[src/rtl/spi_sclk_pkg.sv]
`timescale 1ns/1ps
package spi_sclk_pkg;
  localparam int unsigned PRE_W_DEF = 4;
  localparam int unsigned CNT_W_DEF = 6;

  typedef struct packed {
    logic lead;
    logic trail;
  } edge_flags_t;
endpackage

[src/rtl/spi_sclk_presc.sv]
`timescale 1ns/1ps
module spi_sclk_presc #(
  parameter int unsigned PRE_W = 4
) (
  input  logic             clk_i,
  input  logic             rst_ni,
  input  logic             run_i,
  input  logic [PRE_W-1:0] pre_i,
  output logic             tick_o,
  output logic [PRE_W-1:0] cnt_o
);
  logic [PRE_W-1:0] cnt_q;

  assign tick_o = run_i && (cnt_q >= pre_i);
  assign cnt_o  = cnt_q;

  always_ff @(posedge clk_i or negedge rst_ni) begin
    if (!rst_ni)      cnt_q <= '0;
    else if (!run_i)  cnt_q <= '0;
    else if (tick_o)  cnt_q <= '0;
    else              cnt_q <= cnt_q + 1'b1;
  end
endmodule

[src/rtl/spi_sclk_phase.sv]
`timescale 1ns/1ps
module spi_sclk_phase
  import spi_sclk_pkg::*;
#(
  parameter int unsigned CNT_W = 6
) (
  input  logic             clk_i,
  input  logic             rst_ni,
  input  logic             run_i,
  input  logic             tick_i,
  input  logic [CNT_W-1:0] wrap_i,
  input  logic [CNT_W-1:0] hi_at_i,
  input  logic [CNT_W-1:0] lo_at_i,
  output logic             lvl_o,
  output edge_flags_t      edges_o,
  output logic [CNT_W-1:0] cnt_o
);
  logic [CNT_W-1:0] cnt_q, cnt_nxt;
  logic             lvl_q;
  edge_flags_t      edges_q;

  // wrap also catches a count stranded above a lowered wrap value
  assign cnt_nxt = (cnt_q >= wrap_i) ? '0 : cnt_q + 1'b1;

  always_ff @(posedge clk_i or negedge rst_ni) begin
    if (!rst_ni) begin
      cnt_q   <= '0;
      lvl_q   <= 1'b0;
      edges_q <= '0;
    end else if (!run_i) begin
      cnt_q   <= '0;
      lvl_q   <= 1'b0;
      edges_q <= '0;
    end else begin
      edges_q <= '0;
      if (tick_i) begin
        cnt_q <= cnt_nxt;
        if (cnt_nxt == hi_at_i) begin
          lvl_q        <= 1'b1;
          edges_q.lead <= !lvl_q;
        end else if (cnt_nxt == lo_at_i) begin
          lvl_q         <= 1'b0;
          edges_q.trail <= lvl_q;
        end
      end
    end
  end

  assign lvl_o   = lvl_q;
  assign edges_o = edges_q;
  assign cnt_o   = cnt_q;
endmodule

[src/rtl/spi_sclk_outsel.sv]
`timescale 1ns/1ps
module spi_sclk_outsel
  import spi_sclk_pkg::*;
(
  input  logic        clk_i,
  input  logic        active_i,
  input  logic        bypass_i,
  input  logic        idle_high_i,
  input  logic        late_edge_i,
  input  logic        lvl_i,
  input  edge_flags_t edges_i,
  output logic        sclk_o,
  output logic        launch_o,
  output logic        sample_o
);
  logic raw;

  assign raw    = bypass_i ? (active_i & clk_i) : lvl_i;
  assign sclk_o = raw ^ idle_high_i;

  always_comb begin
    if (bypass_i) begin
      launch_o = active_i;
      sample_o = active_i;
    end else if (late_edge_i) begin
      launch_o = edges_i.lead;
      sample_o = edges_i.trail;
    end else begin
      launch_o = edges_i.trail;
      sample_o = edges_i.lead;
    end
  end
endmodule

[src/rtl/spi_sclk_gen.sv]
`timescale 1ns/1ps
module spi_sclk_gen
  import spi_sclk_pkg::*;
#(
  parameter int unsigned PRE_W = PRE_W_DEF,
  parameter int unsigned CNT_W = CNT_W_DEF
) (
  input  logic             clk_i,
  input  logic             rst_ni,
  input  logic             active_i,
  input  logic             bypass_i,
  input  logic             idle_high_i,
  input  logic             late_edge_i,
  input  logic [PRE_W-1:0] pre_i,
  input  logic [CNT_W-1:0] cnt_n_i,
  input  logic [CNT_W-1:0] cnt_h_i,
  input  logic [CNT_W-1:0] cnt_l_i,
  output logic             sclk_o,
  output logic             launch_o,
  output logic             sample_o
);
  logic             div_run, tick, lvl;
  logic [PRE_W-1:0] presc_cnt;
  logic [CNT_W-1:0] phase_cnt;
  edge_flags_t      edges;

  assign div_run = active_i & ~bypass_i;

  spi_sclk_presc #(.PRE_W(PRE_W)) u_presc (
    .clk_i (clk_i),
    .rst_ni(rst_ni),
    .run_i (div_run),
    .pre_i (pre_i),
    .tick_o(tick),
    .cnt_o (presc_cnt)
  );

  spi_sclk_phase #(.CNT_W(CNT_W)) u_phase (
    .clk_i  (clk_i),
    .rst_ni (rst_ni),
    .run_i  (div_run),
    .tick_i (tick),
    .wrap_i (cnt_n_i),
    .hi_at_i(cnt_h_i),
    .lo_at_i(cnt_l_i),
    .lvl_o  (lvl),
    .edges_o(edges),
    .cnt_o  (phase_cnt)
  );

  spi_sclk_outsel u_outsel (
    .clk_i      (clk_i),
    .active_i   (active_i),
    .bypass_i   (bypass_i),
    .idle_high_i(idle_high_i),
    .late_edge_i(late_edge_i),
    .lvl_i      (lvl),
    .edges_i    (edges),
    .sclk_o     (sclk_o),
    .launch_o   (launch_o),
    .sample_o   (sample_o)
  );
endmodule

[config.mk]
export PLATFORM = sky130hd
export DESIGN_NAME = spi_sclk_gen
export DESIGN_NICKNAME = d
export VERILOG_FILES = /design/src/rtl/spi_sclk_pkg.sv /design/src/rtl/spi_sclk_presc.sv /design/src/rtl/spi_sclk_phase.sv /design/src/rtl/spi_sclk_outsel.sv /design/src/rtl/spi_sclk_gen.sv
export SDC_FILE = /design/constraint.sdc
export NUM_CORES = 1
export LEC_CHECK = 0
export ABC_CLOCK_PERIOD_IN_PS = 3200
export BUFFER_PORTS_ARGS = -buffer_cell sky130_fd_sc_hd__clkbuf_2
export CORE_UTILIZATION = 50
export CTS_CLUSTER_SIZE = 16
export DETAILED_ROUTE_END_ITERATION = 7
export PLACE_DENSITY = 0.72
export SYNTH_ARGS = -nofsm -noshare
export SYNTH_HDL_FRONTEND = slang
export SYNTH_SLANG_ARGS = --single-unit
[constraint.sdc]
create_clock -name clk_i -period 3.2 [get_ports clk_i]
set_input_delay 0.64 -clock clk_i [delete_from_list [all_inputs] [get_ports clk_i]]
set_output_delay 0.64 -clock clk_i [all_outputs]
set_load 0.005 [all_outputs]
==> run summary, run 1 <==
Critical Path Stages -> 5
Global-route usage over all layers -> 23.0%
Final net count -> 226
Crit Path Class -> clk2out
Final setup fails -> 0
EDFF count, synth -> 0
Crit path launch type -> clock port
Worst setup startpoint -> clk_i
PD cells -> 265 nW/µm²
Synth top cells by count -> nor2_1 (15), dfrtp_1 (13), ha_1 (12)
Max-Cap Viols -> 0
Crit path buf inv count -> 3
Leakage power -> 0.754 nW
Total global routing overflow -> 0
Count leader, synth -> nor2_1
Kind of cell adding the most delay to the critical path -> buffers and inverters
Reg clk slew, reported paths -> 70 ps
Placeable Area -> 2450 µm²
Clock power share -> 39.9%
Slew Limit Fails -> 0
Row count -> 18
Comb pwr share -> 17.7%
Post-synthesis async set-or-reset flop share -> 100%
Clock Skews -> 2.76 ps
Crit path top cell by count -> clkbuf_4
Final setup margin -> 282 ps
Final wirelength -> 2750 µm
Yosys top cell by area -> dfrtp_1
GPL Wtd Cong -> 0.773
1st-iter DRT viols -> 16
Share of Yosys cell area claimed by the top area cell type -> 25.2%
Die Y -> 52.8 µm
Slowest cell on crit path -> a31oi_1
RSZ-0062 raised after global routing -> false
Worst R2R Start -> u_phase.cnt_o[3]$_DFFE_PN0P_
Setup crit end -> sclk_o
Vias per cell -> 5.69
Post-route DRC violation count -> 0
Initial antenna violation count -> 0
Avg Inst Size Synth -> 8.49 µm²
Fillers -> 238
Total number of vias -> 1,224
Setup TNS Final -> 0 ps
Largest cells by area after synthesis -> dfrtp_1 (25%), ha_1 (12%), xnor2_1 (6.1%)
Post-CTS Hold Buffers -> 0
Mapped Nets -> 192
I/O Pins -> 31
Synth unique cells -> 45
# resized after CTS -> 0
Dpl ws -> 395 ps
Starting Density -> 52.6%
Yosys warnings -> 0
Peak VDD IR -> 248 µV
Tightest Hold Check Type -> in2async
IO buf count -> 30
Clk_lat worst skew -> 370 ps
Worst-Margin Slew -> 573 ps
Layout cell share with drive strength beyond 1 -> 23.8%
Largest net degree at the start of global routing -> 17
Pint -> 0.296 mW
Power, Total -> 0.396 mW
Antenna viol nets, final -> 0
WP data arrival -> 2280 ps
Max stage delay on crit path -> 190 ps
Crit end category -> primary output
Primary FF master, synth -> dfrtp_1
Avg WL per Cell -> 12.8 µm
TritonCTS clock tree -> yes
Final Hold Violating Endpoints -> 0
Crit-path max FO -> 2
WP data required -> 2560 ps
Final cell count without fillers -> 215
Seq pwr share -> 42.4%
Fin util -> 61.1%
Critical-path cell list -> clkbuf_4, clkbuf_4, a31oi_1, xnor2_1, clkbuf_2
Outcome -> completed
DP Cell Count -> 208
Die W -> 52.8 µm
Die ar. -> 2790 µm²
RR Endpoint -> u_phase.lvl_o$_DFFE_PN0P_
DP HPWL -> 2230 µm
Worst Reg-to-Reg Cells -> 8
Post-synthesis instance total -> 152
Switching power -> 0.100 mW
First-pass DRT Iterations -> 4
Area grow syn2layout -> 16.1%
Vias in the first global route -> 1,159
# diodes -> 0
Postcts setup bufs -> 0
Mapped cell area -> 1290 µm²
Max-slew headroom -> 61.5%
Seq/Total Area, Yosys -> 25.2%
Switching share of power -> 25.3%
R2R setup slack -> 600 ps
#FFs+latches synth -> 13
First-pass GRT wire length -> 4550 µm
[worst min-delay path by stage]
stage	endpoint	slack [ps]	cells after the start
after detailed placement	u_presc.cnt_o[0]$_DFF_PN0_	490	1
after global placement	u_presc.cnt_o[0]$_DFF_PN0_	490	1
final	u_presc.cnt_o[3]$_DFF_PN0_	150	1
after CTS	u_presc.cnt_o[3]$_DFF_PN0_	140	1
after floorplan	u_phase.cnt_o[0]$_DFFE_PN0P_	340	0
after global routing	u_presc.cnt_o[3]$_DFF_PN0_	140	1
[flip-flops by register name (all words and copies together), names as in the netlist]
signal,cells
u_phase.lvl_o,1
u_phase.cnt_o,6
u_presc.cnt_o,4
u_phase.edges_o,2
[power groups by stage]
stage	clock, mW	combinational, mW	sequential [mW]
3_5_place_dp	0.0109	0.0703	0.171
3_3_place_gp	0.0109	0.0666	0.171
5_1_grt	0.183	0.0810	0.168
2_1_floorplan	0.00734	0.0377	0.170
6_report	0.158	0.0701	0.168
4_1_cts	0.167	0.0708	0.168
[cell usage in the layout, fill, tap and decap left out, types with 3 or more instances in the layout]
master,netlist,final
nor3_1,4,4
nand4b_1,3,3
xor2_1,3,3
dfrtp_1,13,13
a21oi_1,11,11
ha_1,12,12
nand2_1,5,5
inv_1,11,11
clkbuf_2,0,30
o21ai_0,6,6
nand3_1,7,7
clkbuf_4,0,6
nor2_1,15,15
nor2b_1,8,8
nand2b_1,3,3
a21o_1,4,4
xnor2_1,9,9
[cells by family after synthesis]
group,count (synthesis),share of synthesized area (%)
mux,1,0.775
simple gates,58,25.6
fa+ha+maj,12,11.6
buf+inv,16,6.01
flops,13,25.2
xor+xnor,14,11.4
compound gates,38,19.4
[metrics by stage]
step                instance area, µm²  hold slack (ps)
finish                            1500              146
global route                      1500              136
CTS                               1500              145
detailed placement                1450              494
global placement                  1450              485
floorplan                         1290              344
[area by class of cell]
cell class                 instances  area [µm²]  share of cell area, %
multi-input combinational        123         888                   59.3
sequential                        13         325                   21.7
timing repair buffer              30         153                   10.2
clock buffer                       8        53.8                   3.59
inverter                          11        41.3                   2.75
tap                               30        37.5                   2.50
[layer usage]
layer	vias to the layer above	routed length (µm)	global-route usage (%)
met5	-	0	0
met4	0	46	14.5
met3	5	117	5.80
met2	37	1380	40.7
met1	562	1210	23.8
li1	620	-	-
Note: power is estimated with default switching activity, not from simulation.
==> run 2: changes to the inputs <==
--- a/config.mk
+++ b/config.mk
@@ -7,10 +7,11 @@
 export LEC_CHECK = 0
 export ABC_CLOCK_PERIOD_IN_PS = 3200
 export BUFFER_PORTS_ARGS = -buffer_cell sky130_fd_sc_hd__clkbuf_2
-export CORE_UTILIZATION = 50
+export CORE_ASPECT_RATIO = 0.9
+export CORE_UTILIZATION = 28
 export CTS_CLUSTER_SIZE = 16
 export DETAILED_ROUTE_END_ITERATION = 7
-export PLACE_DENSITY = 0.72
+export PLACE_DENSITY = 0.44
 export SYNTH_ARGS = -nofsm -noshare
 export SYNTH_HDL_FRONTEND = slang
 export SYNTH_SLANG_ARGS = --single-unit
==> constraint.sdc (replaced) <==
create_clock -name clk_i -period 3.2 [get_ports clk_i]
set_input_delay 0.16 -clock clk_i [delete_from_list [all_inputs] [get_ports clk_i]]
set_output_delay 0.16 -clock clk_i [all_outputs]
set_load 0.005 [all_outputs]
==> run 2 against run 1 <==
  * Non-clock buffer count is 2 higher
  * Critical path depth increased by 3
  * Sequential power hardly changed
  * Global-route usage is 8.7 points lower
  * Largest power group is now clock
==> run summary, run 2 (synthesis results as in run 1) <==
Crit-path max FO -> 10 (+8)
IO buf count -> 30 (unchanged)
R2R setup slack -> 490 ps (-110 ps)
Crit Path Class -> reg2reg
# diodes -> 0 (unchanged)
Leakage power -> 0.780 nW (+3.3%)
Placed Area -> 1500 µm² (+3.3%)
Reg clk slew, reported paths -> 60 ps (about the same)
Met1 usage -> 18.8% (-5.0 points)
Most frequent cells in the layout -> clkbuf_2 (30), nor2_1 (15), dfrtp_1 (13)
Fillers -> 476 (+100%)
PD cells -> 314 nW/µm² (+19%)
Area grow syn2layout -> 23.4%
1st-iter DRT viols -> 40 (+24)
Row count -> 23 (+5)
Die Y -> 66.4 µm (+26%)
Starting Density -> 29.1% (-23 points)
Switching power -> 0.126 mW (+25%)
Comb pwr share -> 14.9% (-2.8 points)
Outcome -> completed
Avg WL per Cell -> 13.1 µm (+2.6%)
Post-route DRC violation count -> 0 (unchanged)
I/O Pins -> 31 (unchanged)
Initial antenna violation count -> 0 (unchanged)
RSZ-0062 raised after global routing -> false
Setup TNS Final -> 0 ps (unchanged)
Worst-Margin Slew -> 718 ps (+145 ps)
Vias in the first global route -> 1,179 (+1.7%)
Clk_lat worst skew -> 350 ps (-20 ps)
Crit path launch type -> flip-flop
Total global routing overflow -> 0 (unchanged)
Max-slew headroom -> 51.8% (-9.7 points)
First-pass DRT Iterations -> 4 (unchanged)
Minimum clock period -> 2710 ps
Placeable Area -> 4430 µm² (+81%)
Commonest non-fill, non-tap cell in the layout -> clkbuf_2
Slew Limit Fails -> 0 (unchanged)
Seq pwr share -> 33.4% (-9.0 points)
Final net count -> 228 (+0.88%)
Global-route usage over all layers -> 14.3% (-8.7 points)
Vias per cell -> 4.88 (-14%)
TritonCTS clock tree -> yes
DP HPWL -> 2570 µm (+15%)
Crit end category -> flip-flop
First-pass GRT wire length -> 5150 µm (+13%)
WP data required -> 3440 ps (+880 ps)
Number of flip-flops in the largest register -> 6 (unchanged)
Max Clock Freq -> 369 MHz
Clock power share -> 51.7% (+12 points)
Antenna viol nets, final -> 0 (unchanged)
Postcts setup bufs -> 0 (unchanged)
Met2 usage -> 21.9% (-19 points)
Die W -> 73.6 µm (+39%)
GPL Wtd Cong -> 0.848 (+9.8%)
Switching share of power -> 25.1% (-0.23 points)
Clock Skews -> 2.37 ps (-0.395 ps)
Peak VDD IR -> 140 µV (-43%)
Final wirelength -> 3270 µm (+19%)
Largest net degree at the start of global routing -> 14 (-3)
Layout cell share with drive strength beyond 1 -> 24.1% (+0.28 points)
Tightest Hold Check Type -> in2reg
GR Util met3 -> 3.81% (-2.0 points)
Final Hold Violating Endpoints -> 0 (unchanged)
Gr busiest metal -> met2
Total number of vias -> 1,215 (-0.74%)
Die ar. -> 4890 µm² (+75%)
Final setup fails -> 0 (unchanged)
Pint -> 0.375 mW (+27%)
Final Cycle Share -> 84.7%
Max-Cap Viols -> 0 (unchanged)
Post-route cell area -> 1590 µm² (+6.3%)
WP data arrival -> 2950 ps (+670 ps)
[run 2: worst paths after layout]
kind	end	from	cells after the start
setup / recovery	u_phase.lvl_o$_DFFE_PN0P_	u_phase.cnt_o[3]$_DFFE_PN0P_	8
hold / removal	u_phase.edges_o[0]$_DFF_PN0_	cnt_l_i[2]	4
setup reg to reg	u_phase.lvl_o$_DFFE_PN0P_	u_phase.cnt_o[3]$_DFFE_PN0P_	8
hold reg to reg	u_presc.cnt_o[0]$_DFF_PN0_	u_presc.cnt_o[0]$_DFF_PN0_	1
max in group asynchronous	u_presc.cnt_o[1]$_DFF_PN0_	rst_ni	2
min in group asynchronous	u_presc.cnt_o[2]$_DFF_PN0_	rst_ni	2
[run 2: repair_timing]
action,CTS,global route
resized for setup,0,0
endpoints found under the hold margin,13,0
hold buffers,1,0
[run 2: power by group through the flow]
| stage | sequential, mW | clock (mW) | combinational, mW |
|---|---|---|---|
| after floorplan | 0.170 | 0.00734 | 0.0377 |
| after global placement | 0.171 | 0.0109 | 0.0725 |
| after detailed placement | 0.171 | 0.0109 | 0.0743 |
| after CTS | 0.167 | 0.268 | 0.0756 |
| after global routing | 0.168 | 0.279 | 0.0839 |
| final | 0.167 | 0.259 | 0.0748 |
[run 2: cell type report]
cell class	count	area, µm²	area share (%)
repair buffers	32	170	10.7
multi-input cells	123	888	55.7
inverters	11	41.3	2.59
clock buffers	8	91.3	5.73
flip-flops and latches	13	325	20.4
well taps	62	77.6	4.87
[run 2: layer usage]
layer	part of all wire [%]	up-vias
met4	1.7	0
met3	3.6	9
li1	-	615
met2	43	34
met5	0	-
met1	51	557
[run 2: worst max-delay path, cell delays in order (launching register included)]
cell	delay [ps]
dfrtp_1	470
ha_1	330
a211o_1	260
a21oi_1	110
o21ai_1	240
or4_1	580
a22oi_1	230
nand3_1	100
a32o_1	270
[run 2: per-stage QoR]
stage	instances	power, mW	worst slack [ps]	hold WS, ps	util [%]
after floorplan	152	0.215	840	-136	-
after global placement	241	0.254	583	98.0	33.8
after detailed placement	241	0.256	511	93.9	33.8
after CTS	249	0.512	501	190	36.0
after global routing	249	0.531	307	213	36.0
final	249	0.501	489	193	36.0
==> run 3: changes to the inputs <==
--- a/config.mk
+++ b/config.mk
@@ -5,7 +5,7 @@
 export SDC_FILE = /design/constraint.sdc
 export NUM_CORES = 1
 export LEC_CHECK = 0
-export ABC_CLOCK_PERIOD_IN_PS = 3200
+export ABC_CLOCK_PERIOD_IN_PS = 2600
 export BUFFER_PORTS_ARGS = -buffer_cell sky130_fd_sc_hd__clkbuf_2
 export CORE_ASPECT_RATIO = 0.9
 export CORE_UTILIZATION = 28
==> constraint.sdc (replaced) <==
create_clock -name clk_i -period 2.6 [get_ports clk_i]
set_input_delay 0.13 -clock clk_i [delete_from_list [all_inputs] [get_ports clk_i]]
set_output_delay 0.13 -clock clk_i [all_outputs]
set_load 0.005 [all_outputs]
==> run 3 against run 2 <==
  * First-iteration DRC count down 15%
  * Core utilization up 0.71 points
  * Total power up 22%
  * Cell area up 2.0%
  * Clock power up 22%
  * Clock skew down 1.2 ps
  * Worst setup slack worse by 350 ps
  * Register-to-register slack worse by 350 ps
  * Sequential power up 24%
  * Critical path depth up 1
  * Flip-flop and latch count unchanged
  * Largest power group unchanged
  * Highest routed layer is now met3
==> run summary, run 3 (synthesis results as in run 1) <==
Vias per cell -> 4.79 (-1.9%)
Critical-path cell list -> buf_4, ha_1, nand3_1, nand2_1, mux2i_1, or4_1, a22oi_1, nand3_1, a32o_1
Largest net degree at the start of global routing -> 17 (+3)
DP Cell Count -> 245 (+1.7%)
Worst-Margin Slew -> 482 ps (-236 ps)
Total number of vias -> 1,211 (-0.33%)
RSZ-0062 raised after global routing -> false
Slew Limit Fails -> 0 (unchanged)
Worst R2R Start -> u_phase.cnt_o[0]$_DFFE_PN0P_
PD cells -> 376 nW/µm² (+20%)
Final setup margin -> 139 ps (-350 ps)
Layout cell share with drive strength beyond 1 -> 26.2% (+2.1 points)
Peak VDD IR -> 137 µV (-1.9%)
Die Y -> 66.4 µm (unchanged)
Final Cycle Share -> 94.7% (+9.9 points)
I/O Pins -> 31 (unchanged)
Final cell count without fillers -> 253 (+1.6%)
Final net count -> 232 (+1.8%)
WP data required -> 2840 ps (-600 ps)
Clock Skews -> 1.15 ps (-1.22 ps)
Total global routing overflow -> 0 (unchanged)
Crit path top cell by count -> nand3_1
Max-slew headroom -> 67.9% (+16 points)
Vias in the first global route -> 1,210 (+2.6%)
Starting Density -> 29.1% (unchanged)
Final wirelength -> 3060 µm (-6.4%)
Avg WL per Cell -> 12.1 µm (-7.8%)
Most frequent cells in the layout -> clkbuf_2 (30), nor2_1 (15), ha_1 (12), dfrtp_1 (12)
Max Clock Freq -> 406 MHz (+10%)
Antenna viol nets, final -> 0 (unchanged)
First-pass GRT wire length -> 5140 µm (-0.14%)
Register area -> 327 µm² (+0.38%)
Commonest non-fill, non-tap cell in the layout -> clkbuf_2
Comb pwr share -> 14.6% (-0.3 points)
Final setup fails -> 0 (unchanged)
Crit Path Class -> reg2reg
Dpl ws -> 139 ps (-373 ps)
Post-route DRC violation count -> 0 (unchanged)
IO buf count -> 30 (unchanged)
Max-Cap Viols -> 0 (unchanged)
DP HPWL -> 2440 µm (-4.7%)
Area grow syn2layout -> 25.9%
Slowest cell on crit path -> or4_1
TritonCTS clock tree -> yes
Switching power -> 0.149 mW (+18%)
Switching share of power -> 24.4% (-0.72 points)
Crit path launch type -> flip-flop
Seq pwr share -> 33.8% (+0.4 points)
GPL Wtd Cong -> 0.827 (-2.5%)
Number of flip-flops in the largest register -> 6 (unchanged)
Die W -> 73.6 µm (unchanged)
Tightest Hold Check Type -> in2reg
Kind of cell adding the most delay to the critical path -> simple AND/OR/NAND/NOR gates
Clock power share -> 51.6% (about the same)
Global-route usage over all layers -> 13.9% (-0.43 points)
Placeable Area -> 4430 µm² (unchanged)
Die ar. -> 4890 µm² (unchanged)
Leakage power -> 0.798 nW (+2.4%)
Crit-path max FO -> 6 (-4)
Row count -> 23 (unchanged)
Max stage delay on crit path -> 530 ps (-50 ps)
Final Hold Violating Endpoints -> 0 (unchanged)
Minimum clock period -> 2460 ps (-250 ps)
Worst setup startpoint -> u_phase.cnt_o[0]$_DFFE_PN0P_
Pint -> 0.462 mW (+23%)
Reg clk slew, reported paths -> 60 ps (about the same)
Crit end category -> flip-flop
# diodes -> 0 (unchanged)
WP data arrival -> 2700 ps (-250 ps)
1st-iter DRT viols -> 34 (-15%)
Outcome -> completed
Postcts setup bufs -> 0 (unchanged)
Hold Startpoint -> active_i
Area of the multi-input gates -> 888 µm² (unchanged)
Fillers -> 483 (+1.5%)
Crit path buf inv count -> 1 (+1)
Initial antenna violation count -> 0 (unchanged)
Setup TNS Final -> 0 ps (unchanged)
Clk_lat worst skew -> 350 ps (about the same)
First-pass DRT Iterations -> 4 (unchanged)
==> run 3: changes by cell type in the layout (fill, tap and decap cells not counted), sizes merged <==
cell,previous run,this run
buf,2,6
==> run 3: worst reg2reg max path, cell delays in order, from the launching register on <==
cell     delay, ps
dfrtp_2        430
buf_4          160
ha_1           250
nand3_1        160
nand2_1         90
mux2i_1        120
or4_1          530
a22oi_1        240
nand3_1        110
a32o_1         270
==> run 3: through the flow <==
step	hold WS, ps	area [µm²]	power (mW)	util [%]
6_report	173	1630	0.611	36.7
5_1_grt	212	1630	0.648	36.7
3_5_place_dp	69.8	1530	0.313	34.5
4_1_cts	167	1620	0.623	36.6
3_3_place_gp	59.6	1530	0.310	34.5
2_1_floorplan	-166	1290	0.265	-
==> run 3: area by class of cell <==
type                            count  share of cell area, %
Sequential cell                    13                   20.1
Tap cell                           62                   4.77
Inverter                           11                   2.54
Timing Repair Buffer               36                   12.3
Multi-Input combinational cell    123                   54.7
Clock buffer                        8                   5.62
==> run 3: final timing paths <==
path	end	cells past startpoint	slack [ps]
setup / recovery	u_phase.lvl_o$_DFFE_PN0P_	9	140
hold / removal	u_phase.cnt_o[5]$_DFFE_PN0P_	3	170
setup reg to reg	u_phase.lvl_o$_DFFE_PN0P_	9	140
hold reg to reg	u_presc.cnt_o[0]$_DFF_PN0_	1	490
max in group asynchronous	u_phase.cnt_o[0]$_DFFE_PN0P_	2	2090
min in group asynchronous	u_presc.cnt_o[0]$_DFF_PN0_	2	230
==> run 3: layer usage <==
| layer | GRT usage [%] | routed length, µm |
|---|---|---|
| met5 | 0 | 0 |
| met2 | 23.2 | 1470 |
| met4 | 5.53 | 0 |
| met1 | 17.3 | 1490 |
| met3 | 2.90 | 110 |
==> run 3: power groups by stage <==
| stage | sequential [mW] | clock, mW | combinational, mW |
|---|---|---|---|
| 3_5_place_dp | 0.210 | 0.0134 | 0.0893 |
| 3_3_place_gp | 0.210 | 0.0134 | 0.0868 |
| 6_report | 0.207 | 0.315 | 0.0891 |
| 5_1_grt | 0.207 | 0.338 | 0.103 |
| 4_1_cts | 0.207 | 0.325 | 0.0911 |
| 2_1_floorplan | 0.210 | 0.00903 | 0.0464 |
==> run 3: timing repair <==
item                       4_1_cts  5_1_grt
hold buffers                     1        0
hold endpoints to repair        13        0
setup endpoints to repair        0        1
resized for setup                0        1
